===== src/rtl/ea_pkg.sv =====
package ea_pkg;
  localparam int ADDR_W   = 32;
  localparam int FETCH_W  = 24;

  typedef enum logic [2:0] {
    AM_IND     = 3'd0,
    AM_DISP    = 3'd1,
    AM_POSTINC = 3'd2,
    AM_PREDEC  = 3'd3,
    AM_ABS     = 3'd4,
    AM_PCREL   = 3'd5
  } amode_e;

  localparam logic [1:0] FS_8  = 2'd0;
  localparam logic [1:0] FS_16 = 2'd1;
  localparam logic [1:0] FS_24 = 2'd2;
  localparam logic [1:0] FS_32 = 2'd3;

  localparam logic [1:0] OP_BYTE = 2'd0;
  localparam logic [1:0] OP_WORD = 2'd1;

  function automatic logic [ADDR_W-1:0] sx8(input logic [7:0] v);
    return {{(ADDR_W-8){v[7]}}, v};
  endfunction

  function automatic logic [ADDR_W-1:0] sx16(input logic [15:0] v);
    return {{(ADDR_W-16){v[15]}}, v};
  endfunction

  function automatic logic [ADDR_W-1:0] disp_ext(input logic [1:0] fsz,
                                                 input logic [ADDR_W-1:0] f);
    return (fsz == FS_16) ? sx16(f[15:0]) : f;
  endfunction

  function automatic logic [ADDR_W-1:0] pcrel_ext(input logic [1:0] fsz,
                                                  input logic [ADDR_W-1:0] f);
    return (fsz == FS_8) ? sx8(f[7:0]) : sx16(f[15:0]);
  endfunction

  function automatic logic [ADDR_W-1:0] abs_ext(input logic [1:0] fsz,
                                                input logic [ADDR_W-1:0] f);
    logic [ADDR_W-1:0] r;
    case (fsz)
      FS_8:    r = {{(ADDR_W-8){1'b1}}, f[7:0]};
      FS_16:   r = sx16(f[15:0]);
      FS_24:   r = {{(ADDR_W-24){1'b0}}, f[23:0]};
      default: r = f;
    endcase
    return r;
  endfunction

  function automatic logic [ADDR_W-1:0] step_amt(input logic [1:0] opsz);
    logic [ADDR_W-1:0] r;
    case (opsz)
      OP_BYTE: r = ADDR_W'(1);
      OP_WORD: r = ADDR_W'(2);
      default: r = ADDR_W'(4);
    endcase
    return r;
  endfunction
endpackage


===== src/rtl/ea_calc.sv =====
module ea_calc
  import ea_pkg::*;
(
  input  logic [2:0]        mode_i,
  input  logic [ADDR_W-1:0] regv_i,
  input  logic [ADDR_W-1:0] field_i,
  input  logic [1:0]        fsz_i,
  input  logic [1:0]        opsz_i,
  input  logic [ADDR_W-1:0] pc_i,
  input  logic              fetch_i,
  output logic [ADDR_W-1:0] ea_o,
  output logic              wb_en_o,
  output logic [ADDR_W-1:0] wb_val_o,
  output logic              misalign_o
);
  logic [ADDR_W-1:0] raw_ea;
  logic [ADDR_W-1:0] stepv;
  logic              reg_based;

  assign stepv = step_amt(opsz_i);

  always_comb begin
    raw_ea    = '0;
    wb_en_o   = 1'b0;
    wb_val_o  = regv_i;
    reg_based = 1'b0;
    case (mode_i)
      AM_IND: begin
        raw_ea    = regv_i;
        reg_based = 1'b1;
      end
      AM_DISP: begin
        raw_ea    = regv_i + disp_ext(fsz_i, field_i);
        reg_based = 1'b1;
      end
      AM_POSTINC: begin
        raw_ea    = regv_i;
        wb_en_o   = 1'b1;
        wb_val_o  = regv_i + stepv;
        reg_based = 1'b1;
      end
      AM_PREDEC: begin
        raw_ea    = regv_i - stepv;
        wb_en_o   = 1'b1;
        wb_val_o  = regv_i - stepv;
        reg_based = 1'b1;
      end
      AM_ABS:   raw_ea = abs_ext(fsz_i, field_i);
      AM_PCREL: raw_ea = pc_i + pcrel_ext(fsz_i, field_i);
      default:  raw_ea = '0;
    endcase
  end

  assign ea_o = (fetch_i && reg_based)
              ? {{(ADDR_W-FETCH_W){1'b0}}, raw_ea[FETCH_W-1:0]}
              : raw_ea;

  assign misalign_o = (opsz_i != OP_BYTE) && ea_o[0];
endmodule


===== src/rtl/ea_regfile.sv =====
module ea_regfile #(
  parameter int NREG = 8,
  parameter int W    = 32,
  localparam int IW  = $clog2(NREG)
) (
  input  logic                    clk,
  input  logic                    rst_n,
  input  logic                    ld_en_i,
  input  logic [IW-1:0]           ld_idx_i,
  input  logic [W-1:0]            ld_val_i,
  input  logic                    wb_en_i,
  input  logic [IW-1:0]           wb_idx_i,
  input  logic [W-1:0]            wb_val_i,
  output logic [NREG-1:0][W-1:0]  q_o
);
  for (genvar k = 0; k < NREG; k++) begin : g_ent
    logic hit_ld;
    logic hit_wb;
    assign hit_ld = ld_en_i && (ld_idx_i == IW'(k));
    assign hit_wb = wb_en_i && (wb_idx_i == IW'(k));
    always_ff @(posedge clk or negedge rst_n) begin
      if (!rst_n)      q_o[k] <= '0;
      else if (hit_ld) q_o[k] <= ld_val_i;
      else if (hit_wb) q_o[k] <= wb_val_i;
    end
  end
endmodule


===== src/rtl/ea_unit.sv =====
module ea_unit
  import ea_pkg::*;
#(
  parameter int NREG = 8,
  localparam int IW  = $clog2(NREG)
) (
  input  logic              clk,
  input  logic              rst_n,
  input  logic              step_i,
  input  logic [2:0]        mode_i,
  input  logic [IW-1:0]     reg_i,
  input  logic [ADDR_W-1:0] field_i,
  input  logic [1:0]        fsz_i,
  input  logic [1:0]        opsz_i,
  input  logic [ADDR_W-1:0] pc_i,
  input  logic              fetch_i,
  input  logic              ld_en_i,
  input  logic [IW-1:0]     ld_idx_i,
  input  logic [ADDR_W-1:0] ld_val_i,
  input  logic [IW-1:0]     rd_idx_i,
  output logic [ADDR_W-1:0] rd_val_o,
  output logic [ADDR_W-1:0] ea_o,
  output logic              wb_en_o,
  output logic [ADDR_W-1:0] wb_val_o,
  output logic              misalign_o
);
  logic [NREG-1:0][ADDR_W-1:0] rf_q;
  logic [ADDR_W-1:0]           regv;
  logic                        wb_commit;

  assign regv      = rf_q[reg_i];
  assign wb_commit = step_i && wb_en_o;
  assign rd_val_o  = rf_q[rd_idx_i];

  ea_calc u_calc (
    .mode_i     (mode_i),
    .regv_i     (regv),
    .field_i    (field_i),
    .fsz_i      (fsz_i),
    .opsz_i     (opsz_i),
    .pc_i       (pc_i),
    .fetch_i    (fetch_i),
    .ea_o       (ea_o),
    .wb_en_o    (wb_en_o),
    .wb_val_o   (wb_val_o),
    .misalign_o (misalign_o)
  );

  ea_regfile #(.NREG(NREG), .W(ADDR_W)) u_rf (
    .clk      (clk),
    .rst_n    (rst_n),
    .ld_en_i  (ld_en_i),
    .ld_idx_i (ld_idx_i),
    .ld_val_i (ld_val_i),
    .wb_en_i  (wb_commit),
    .wb_idx_i (reg_i),
    .wb_val_i (wb_val_o),
    .q_o      (rf_q)
  );
endmodule


===== config.mk =====
export PLATFORM = sky130hd
export DESIGN_NAME = ea_unit
export DESIGN_NICKNAME = d
export VERILOG_FILES = /design/src/rtl/ea_pkg.sv /design/src/rtl/ea_calc.sv /design/src/rtl/ea_regfile.sv /design/src/rtl/ea_unit.sv
export SDC_FILE = /design/constraint.sdc
export NUM_CORES = 1
export LEC_CHECK = 0
export BUFFER_PORTS_ARGS = -buffer_cell sky130_fd_sc_hd__buf_4
export CORE_AREA = 2 2 243 245
export DETAILED_ROUTE_END_ITERATION = 8
export DIE_AREA = 0 0 245 247
export GPL_ROUTABILITY_DRIVEN = 1
export PLACE_DENSITY_LB_ADDON = 0.12
export SLEW_MARGIN = 20
export SYNTH_ARGS = -nofsm -noshare
export SYNTH_HDL_FRONTEND = slang
export SYNTH_SLANG_ARGS = --single-unit

===== constraint.sdc =====
create_clock -name clk -period 8.7 [get_ports clk]
set_clock_uncertainty 0.1 [all_clocks]
set_input_delay 0.87 -clock clk [delete_from_list [all_inputs] [get_ports clk]]
set_output_delay 0.87 -clock clk [all_outputs]
set_load 0.01 [all_outputs]

==> reports/results.md, run 1 <==
| Result | This run |
| --- | --- |
| Core Region | 58240 um2 |
| Met3 capacity usage during global routing | 7.521% |
| Total clock buffers created by CTS | 34 |
| Number of H-tree levels | 2 |
| Count of final setup violators | 0 |
| Post-Synthesis Net Count | 3001 |
| Areal power density over the cells | 211.5 nW/um2 |
| Share of layout cells above drive strength 1 | 19.89% |
| Post-DR vias/cell | 6.672 |
| TritonCTS clock tree | done |
| Clock transition at the registers of the reported paths | 50 ps |
| Area growth syn-to-layout | 14.62% |
| Cell chain of the critical path | buf_4 -> mux4_2 -> mux2i_1 -> inv_1 -> ha_1 -> nor2_1 -> nor2_1 -> o31ai_1 -> a21o_1 -> nor4_1 -> nand4_1 -> and3_1 -> or2_1 -> buf_4 |
| Net load switching power | 2.215 mW |
| Total negative slack for setup checks | 0 ps |
| Net switching share of the total power | 39.86% |
| Classification of the worst-slack hold path | input port to asynchronous set/reset pin |
| Most area-consuming cells after synthesis | sky130_fd_sc_hd__dfrtp_1, sky130_fd_sc_hd__mux4_2, sky130_fd_sc_hd__nand2_1 |
| HPWL after DPL | 74820 um |
| Worst setup path endpoint | wb_val_o[25] |
| Transition at the pin with the smallest max-transition slack | 1178 ps |
| Most used cells in the layout excluding fill and tap cells | sky130_fd_sc_hd__nand2_1, sky130_fd_sc_hd__buf_4, sky130_fd_sc_hd__dfrtp_1 |
| Relative slew margins | 21.29% |
| RSZ-0062 raised after global routing | false |
| Capture point of the worst reg-to-reg path | u_rf.q_o[121] |
| Net count of the finished layout | 3085 |
| Top cell type's share of synthesized area | 27.94% |
| Gp weighted congestion | 0.9729 |
| Via total after detailed routing | 24660 |
| Number of clock sinks seen by CTS | 256 |
| Sequential element share of the synthesized area | 27.94% |
| Clock root cell | sky130_fd_sc_hd__clkbuf_16 |
| Peak per-stage delay on the critical path | 1000 ps |
| Unique cell type count in the Yosys netlist | 102 |
| Setup slack, reg-to-reg | 3500 ps |
| Flip-flop and latch count after synthesis | 256 |
| DR DRC count | 0 |
| Std-Cell Rows | 89 |
| Final std cell area, no fill | 26280 um2 |
| Standby leakage power | 11.06 nW |
| Final worst path period share | 82.35% |
| Sequential share of power | 31.1% |
| Number of cells on the worst reg-to-reg path | 13 |
| Remaining number of nets flagged by the antenna check after routing | 0 |
| Count of port buffers added during placement | 214 |
| Overall routing resource usage | 35.92% |
| Max reg flops | 256 |
| Number of detailed-routing iterations run before antenna repair | 6 |
| Setup repair bufs after CTS | 0 |
| Startpoint type of the worst setup path | input port |
| Family with the most delay on the worst path | simple AND/OR/NAND/NOR gates |
| Largest regs | u_rf.q_o: 256 flops |
| Worst endpoint required time | 7730 ps |
| Core occupancy in the finished layout | 45.12% |
| Logic depth of the worst setup path including buffers | 14 |
| Total wire length after detailed routing | 111100 um |
| Horizontal die dimension | 245 um |
| Synthesized area per cell | 8.150 um2 |
| Critical-path top delay cell | sky130_fd_sc_hd__nor4_1 |
| Max-cap violation count | 0 |
| Worst path setup slack after routing | 1535 ps |
| DP Worst Slack | 1712 ps |
| Total die area | 60520 um2 |
| Final hold vios | 0 |
| CP Class | input port to output port |
| Global route overflow | 0 |
| Initial antenna violation count | 1 |
| Starting density of the core | 39.36% |
| Pin count of the biggest net entering global routing | 133 |
| Global routing met2 resource utilization | 56.36% |
| Area leader, netlist | sky130_fd_sc_hd__dfrtp_1 |
| Prevailing post-synth register cell | sky130_fd_sc_hd__dfrtp_1 |
| Part of the power in combinational logic | 42.5% |
| Worst setup path start | reg_i[0] |
| First DRT Iteration DRCs | 3157 |
| Die outline height | 247 um |
| Share of synthesized flip-flops with an asynchronous set or reset | 100.0% |
| Critical Path Fanout Max | 39 |
| Gate count of the mapped netlist | 2813 |
| Reg-to-Reg Start | u_rf.q_o[97] |
| Post-Syn Area | 22930 um2 |
| CTS resizes | 0 |
| P_int | 3.342 mW |
| Run status | complete, no violations |
| Worst path bufs/invs | 3 |
| Critical Path Sink Type | output port |
| First-pass GRT wire length | 161100 um |
| Synthesis warning total | 0 |
| Longest Clk Path Bufs | 3 |
| Number of buffers added to fix hold violations after cts | 0 |
| M1 GR Usage | 47.60% |
| Number of global-route vias before repair | 23640 |
| Post-DR wirelength/cell | 30.06 um |
| Arrival time reported for the critical path endpoint | 6190 ps |
| Worst IR drop on VDD | 0.1332 mV |
| Global routing's busiest layer | met2 |
| EDFF count, synth | 0 |
| Clock network latency to the later pin of the worst-skew pair | 550 ps |
| Commonest non-fill, non-tap cell in the layout | sky130_fd_sc_hd__nand2_1 |
| Final number of max-transition violations | 0 |
| Fin crit period | 7165 ps |
| Clock share of power | 26.3% |
| Placed inst area | 25100 um2 |
| I/O pin count | 215 |
| Register with the highest flop count | u_rf.q_o |
| Highest Clock Rate | 139.6 MHz |
==> cell usage after synthesis, types with 10 or more instances <==
cell type / instances
sky130_fd_sc_hd__ha_1: 67
sky130_fd_sc_hd__o31ai_2: 16
sky130_fd_sc_hd__o21ai_1: 13
sky130_fd_sc_hd__nand2_1: 342
sky130_fd_sc_hd__xnor2_1: 53
sky130_fd_sc_hd__o21ai_0: 214
sky130_fd_sc_hd__a211oi_1: 40
sky130_fd_sc_hd__o21bai_1: 12
sky130_fd_sc_hd__a221oi_1: 10
sky130_fd_sc_hd__or4_1: 11
sky130_fd_sc_hd__and3_1: 88
sky130_fd_sc_hd__o31ai_1: 34
sky130_fd_sc_hd__dfrtp_1: 256
sky130_fd_sc_hd__buf_1: 49
sky130_fd_sc_hd__nand2b_1: 16
sky130_fd_sc_hd__o211ai_1: 11
sky130_fd_sc_hd__clkbuf_1: 154
sky130_fd_sc_hd__o22ai_1: 33
sky130_fd_sc_hd__nand4_1: 27
sky130_fd_sc_hd__nand3_1: 173
sky130_fd_sc_hd__a21oi_1: 169
sky130_fd_sc_hd__mux2_2: 44
sky130_fd_sc_hd__nor3_2: 18
sky130_fd_sc_hd__nor4_1: 24
sky130_fd_sc_hd__inv_1: 50
sky130_fd_sc_hd__nor3_1: 63
sky130_fd_sc_hd__nor2_1: 245
sky130_fd_sc_hd__a21o_1: 28
sky130_fd_sc_hd__o21a_1: 14
sky130_fd_sc_hd__or3_1: 32
sky130_fd_sc_hd__xor2_1: 29
sky130_fd_sc_hd__and2_1: 17
sky130_fd_sc_hd__mux2i_1: 42
sky130_fd_sc_hd__a31oi_1: 86
sky130_fd_sc_hd__buf_2: 17
sky130_fd_sc_hd__nor2b_1: 38
sky130_fd_sc_hd__mux4_2: 84
sky130_fd_sc_hd__mux2_1: 16
==> per-layer routing <==
layer | up-vias | routed length, um
met4 | 0 | 5060
met5 | - | 0
li1 | 10550 | -
met2 | 1651 | 50180
met1 | 12140 | 44380
met3 | 318 | 11480
==> worst min-delay path by stage <==
| stage | from | end | slack [ps] | depth (start not counted) |
|---|---|---|---|---|
| after CTS | rst_n | u_rf.q_o[181] | 390 | 1 |
| after floorplan | u_rf.q_o[175] | u_rf.q_o[175] | 390 | 2 |
| final | rst_n | u_rf.q_o[245] | 110 | 1 |
| after detailed placement | u_rf.q_o[79] | u_rf.q_o[79] | 420 | 2 |
| after global routing | rst_n | u_rf.q_o[181] | 120 | 1 |
| after global placement | u_rf.q_o[11] | u_rf.q_o[11] | 420 | 2 |
==> power by group through the flow <==
stage | Combinational (mW) | Sequential [mW] | Clock (mW)
finish | 2.36 | 1.73 | 1.46
global route | 2.53 | 1.75 | 1.52
CTS | 2.32 | 1.71 | 1.47
detailed placement | 2.31 | 1.72 | 0
global placement | 2.29 | 1.72 | 0
floorplan | 1.53 | 1.61 | 0
==> layout make-up <==
class                   instances  area [um2]
multi-input cells            2253       15300
flip-flops and latches        256        6406
clock inverters                 6       80.08
well taps                     773       967.2
inverters                      61       230.2
diodes                          2       5.005
repair buffers                291        2250
clock buffers                  54        1040
fillers                      5677       31960
==> logic make-up after synthesis <==
family	after synthesis	share of synthesized area, %
AND/OR/NAND/NOR	1136	24.12
flip-flops	256	27.94
buffers and inverters	304	5.785
multiplexers	189	13.23
XOR/XNOR	83	3.204
adder cells (fa/ha/maj)	73	4.104
AO/OA/AOI/OAI	772	21.62
==> through the flow <==
step	cells	hold slack, ps	total power, mW
floorplan	2813	393.3	3.145
global placement	3633	417.1	4.014
detailed placement	3633	424.3	4.032
CTS	3693	392.9	5.503
global route	3695	124.9	5.794
finish	3696	106.8	5.558
Note: power is estimated with default switching activity, not from simulation.
==> run 2: changes to the inputs <==
Clock period 8.7 ns to 6.9 ns, I/O delays scaled along.
==> run 2 against run 1 <==
Net effect:
- die area unchanged
- worst hold slack got worse by 83 ps
- sequential power is 24% higher
- largest cell class unchanged
- design area is 0.63% higher
- count of clock-buffer cells in the layout decreased by 6
- critical path depth increased by 2
- power rose by 25%
- non-clock buffer count increased by 33
- core utilization is 0.28 points higher
- largest power group unchanged
==> reports/results.md, run 2 (synthesized netlist as in run 1, its figures left out) <==
| Result | This run | Change |
| --- | --- | --- |
| Run status | complete, no violations | unchanged |
| Clock root cell | sky130_fd_sc_hd__clkbuf_16 | unchanged |
| Arrival time reported for the critical path endpoint | 5450 ps | was 6190 ps |
| Number of clock sinks seen by CTS | 256 | unchanged |
| DR DRC count | 0 | unchanged |
| Count of port buffers added during placement | 214 | unchanged |
| Starting density of the core | 39.36% | unchanged |
| Transition at the pin with the smallest max-transition slack | 1047 ps | was 1178 ps |
| Global route overflow | 0 | unchanged |
| Worst endpoint required time | 6110 ps | was 7730 ps |
| Fin crit period | 6245 ps |  |
| Max-cap violation count | 0 | unchanged |
| Number of buffers added to fix hold violations after cts | 0 | unchanged |
| Areal power density over the cells | 262.4 nW/um2 | was 211.5 nW/um2 |
| Die outline height | 247 um | unchanged |
| Core occupancy in the finished layout | 45.40% | was 45.12% |
| Post-DR vias/cell | 6.592 | was 6.672 |
| Highest Clock Rate | 160.1 MHz |  |
| Number of detailed-routing iterations run before antenna repair | 8 | was 6 |
| HPWL after DPL | 74140 um | was 74820 um |
| Standby leakage power | 11.18 nW | was 11.06 nW |
| Pin count of the biggest net entering global routing | 122 | was 133 |
| P_int | 4.206 mW | was 3.342 mW |
| Global routing met2 resource utilization | 55.83% | was 56.36% |
| Initial antenna violation count | 1 | unchanged |
| Gp weighted congestion | 0.9454 | was 0.9729 |
| Global routing's busiest layer | met2 | unchanged |
| Max reg flops | 256 | unchanged |
| Longest Clk Path Bufs | 3 | unchanged |
| Area growth syn-to-layout | 15.34% | was 14.62% |
| Net load switching power | 2.734 mW | was 2.215 mW |
| Overall routing resource usage | 35.19% | was 35.92% |
| Most used cells in the layout excluding fill and tap cells | sky130_fd_sc_hd__nand2_1, sky130_fd_sc_hd__buf_4, sky130_fd_sc_hd__dfrtp_1 | unchanged |
| Met3 capacity usage during global routing | 6.132% | was 7.521% |
| Total clock buffers created by CTS | 34 | unchanged |
| Setup repair bufs after CTS | 0 | unchanged |
| RSZ-0062 raised after global routing | false | unchanged |
| First DRT Iteration DRCs | 2645 | was 3157 |
| Sequential share of power | 31.0% | was 31.1% |
| Core Region | 58240 um2 | unchanged |
| TritonCTS clock tree | done | unchanged |
| Net switching share of the total power | 39.39% | was 39.86% |
| Std-Cell Rows | 89 | unchanged |
| M1 GR Usage | 46.83% | was 47.60% |
| Relative slew margins | 28.21% | was 21.29% |
| Total wire length after detailed routing | 108400 um | was 111100 um |
| Via total after detailed routing | 24560 | was 24660 |
| Largest regs | u_rf.q_o: 256 flops | unchanged |
| Final worst path period share | 90.51% |  |
| Final hold vios | 0 | unchanged |
| Startpoint type of the worst setup path | input port | unchanged |
| First-pass GRT wire length | 158900 um | was 161100 um |
| Part of the power in combinational logic | 43.3% | was 42.5% |
| Share of layout cells above drive strength 1 | 20.70% | was 19.89% |
| Count of final setup violators | 0 | unchanged |
| Number of H-tree levels | 2 | unchanged |
| Register with the highest flop count | u_rf.q_o | unchanged |
| Critical Path Sink Type | output port | unchanged |
| Total die area | 60520 um2 | unchanged |
| I/O pin count | 215 | unchanged |
| CP Class | input port to output port | unchanged |
| Clock network latency to the later pin of the worst-skew pair | 560 ps | was 550 ps |
| Classification of the worst-slack hold path | input port to asynchronous set/reset pin | unchanged |
| Commonest non-fill, non-tap cell in the layout | sky130_fd_sc_hd__nand2_1 | unchanged |
| Remaining number of nets flagged by the antenna check after routing | 0 | unchanged |
| Post-DR wirelength/cell | 29.10 um | was 30.06 um |
| Number of global-route vias before repair | 24020 | was 23640 |
| CTS resizes | 0 | unchanged |
| Net count of the finished layout | 3118 | was 3085 |
| Clock share of power | 25.8% | was 26.3% |
| Worst IR drop on VDD | 0.1796 mV | was 0.1332 mV |
| Critical Path Fanout Max | 34 | was 39 |
| Clock transition at the registers of the reported paths | 60 ps | was 50 ps |
| Final number of max-transition violations | 0 | unchanged |
| Total negative slack for setup checks | 0 ps | unchanged |
| Horizontal die dimension | 245 um | unchanged |
[run 2: through the flow]
step / hold slack [ps] / setup WS (ps) / total power, mW / instance area (um2) / std cells
global route: 63.79 / 443.0 / 7.270 / 26440 / 3725
floorplan: 294.4 / 441.4 / 3.965 / 22930 / 2813
CTS: 54.43 / 758.8 / 6.898 / 26440 / 3724
detailed placement: 418.9 / 773.3 / 5.097 / 25350 / 3667
finish: 23.77 / 655.1 / 6.939 / 26440 / 3726
global placement: 408.6 / 783.6 / 5.063 / 25340 / 3667
[run 2: power by group through the flow]
stage,logic [mW],clock network [mW],registers (mW)
3_5_place_dp,2.95,0,2.15
6_report,3.00,1.79,2.15
3_3_place_gp,2.93,0,2.14
2_1_floorplan,1.93,0,2.03
5_1_grt,3.23,1.86,2.17
4_1_cts,2.97,1.80,2.12
[run 2: layout make-up]
type                    instances  area, um2
fillers                      5770      31800
multi-input cells            2253      15270
flip-flops and latches        256       6406
repair buffers                324       2477
clock buffers                  48      984.7
well taps                     773      967.2
inverters                      61      230.2
clock inverters                 9      105.1
diodes                          2      5.005
[run 2: path summary, 6_finish.rpt]
path | slack, ps | depth (start not counted) | end | from
max in group asynchronous | 5300 | 2 | u_rf.q_o[97] | rst_n
min in group clk | 320 | 3 | u_rf.q_o[81] | ld_val_i[17]
worst max-delay path | 660 | 16 | ea_o[28] | reg_i[2]
worst max register to register | 2360 | 16 | u_rf.q_o[23] | u_rf.q_o[65]
worst min-delay path | 20 | 1 | u_rf.q_o[85] | rst_n
worst min register to register | 440 | 2 | u_rf.q_o[143] | u_rf.q_o[143]
[run 2: per-layer routing]
layer / vias up / routed length (um) / share of wire, %
met4: 0 / 5273 / 4.9
met2: 1545 / 49360 / 46
met5: - / 0 / 0
li1: 10600 / - / -
met3: 301 / 10150 / 9.4
met1: 12120 / 43630 / 40
[run 2: critical path: stages]
cell and delay [ps]:
sky130_fd_sc_hd__buf_4 430, sky130_fd_sc_hd__nor3b_1 840, sky130_fd_sc_hd__a222oi_1 290, sky130_fd_sc_hd__o21ai_2 220, sky130_fd_sc_hd__clkinv_2 220, sky130_fd_sc_hd__ha_1 370, sky130_fd_sc_hd__o21a_1 200, sky130_fd_sc_hd__o31a_1 160
sky130_fd_sc_hd__o2111ai_1 410, sky130_fd_sc_hd__nand3_1 250, sky130_fd_sc_hd__nand4_1 210, sky130_fd_sc_hd__a21oi_1 110, sky130_fd_sc_hd__o31ai_1 310, sky130_fd_sc_hd__xor2_1 120, sky130_fd_sc_hd__o31ai_1 380, sky130_fd_sc_hd__buf_4 200
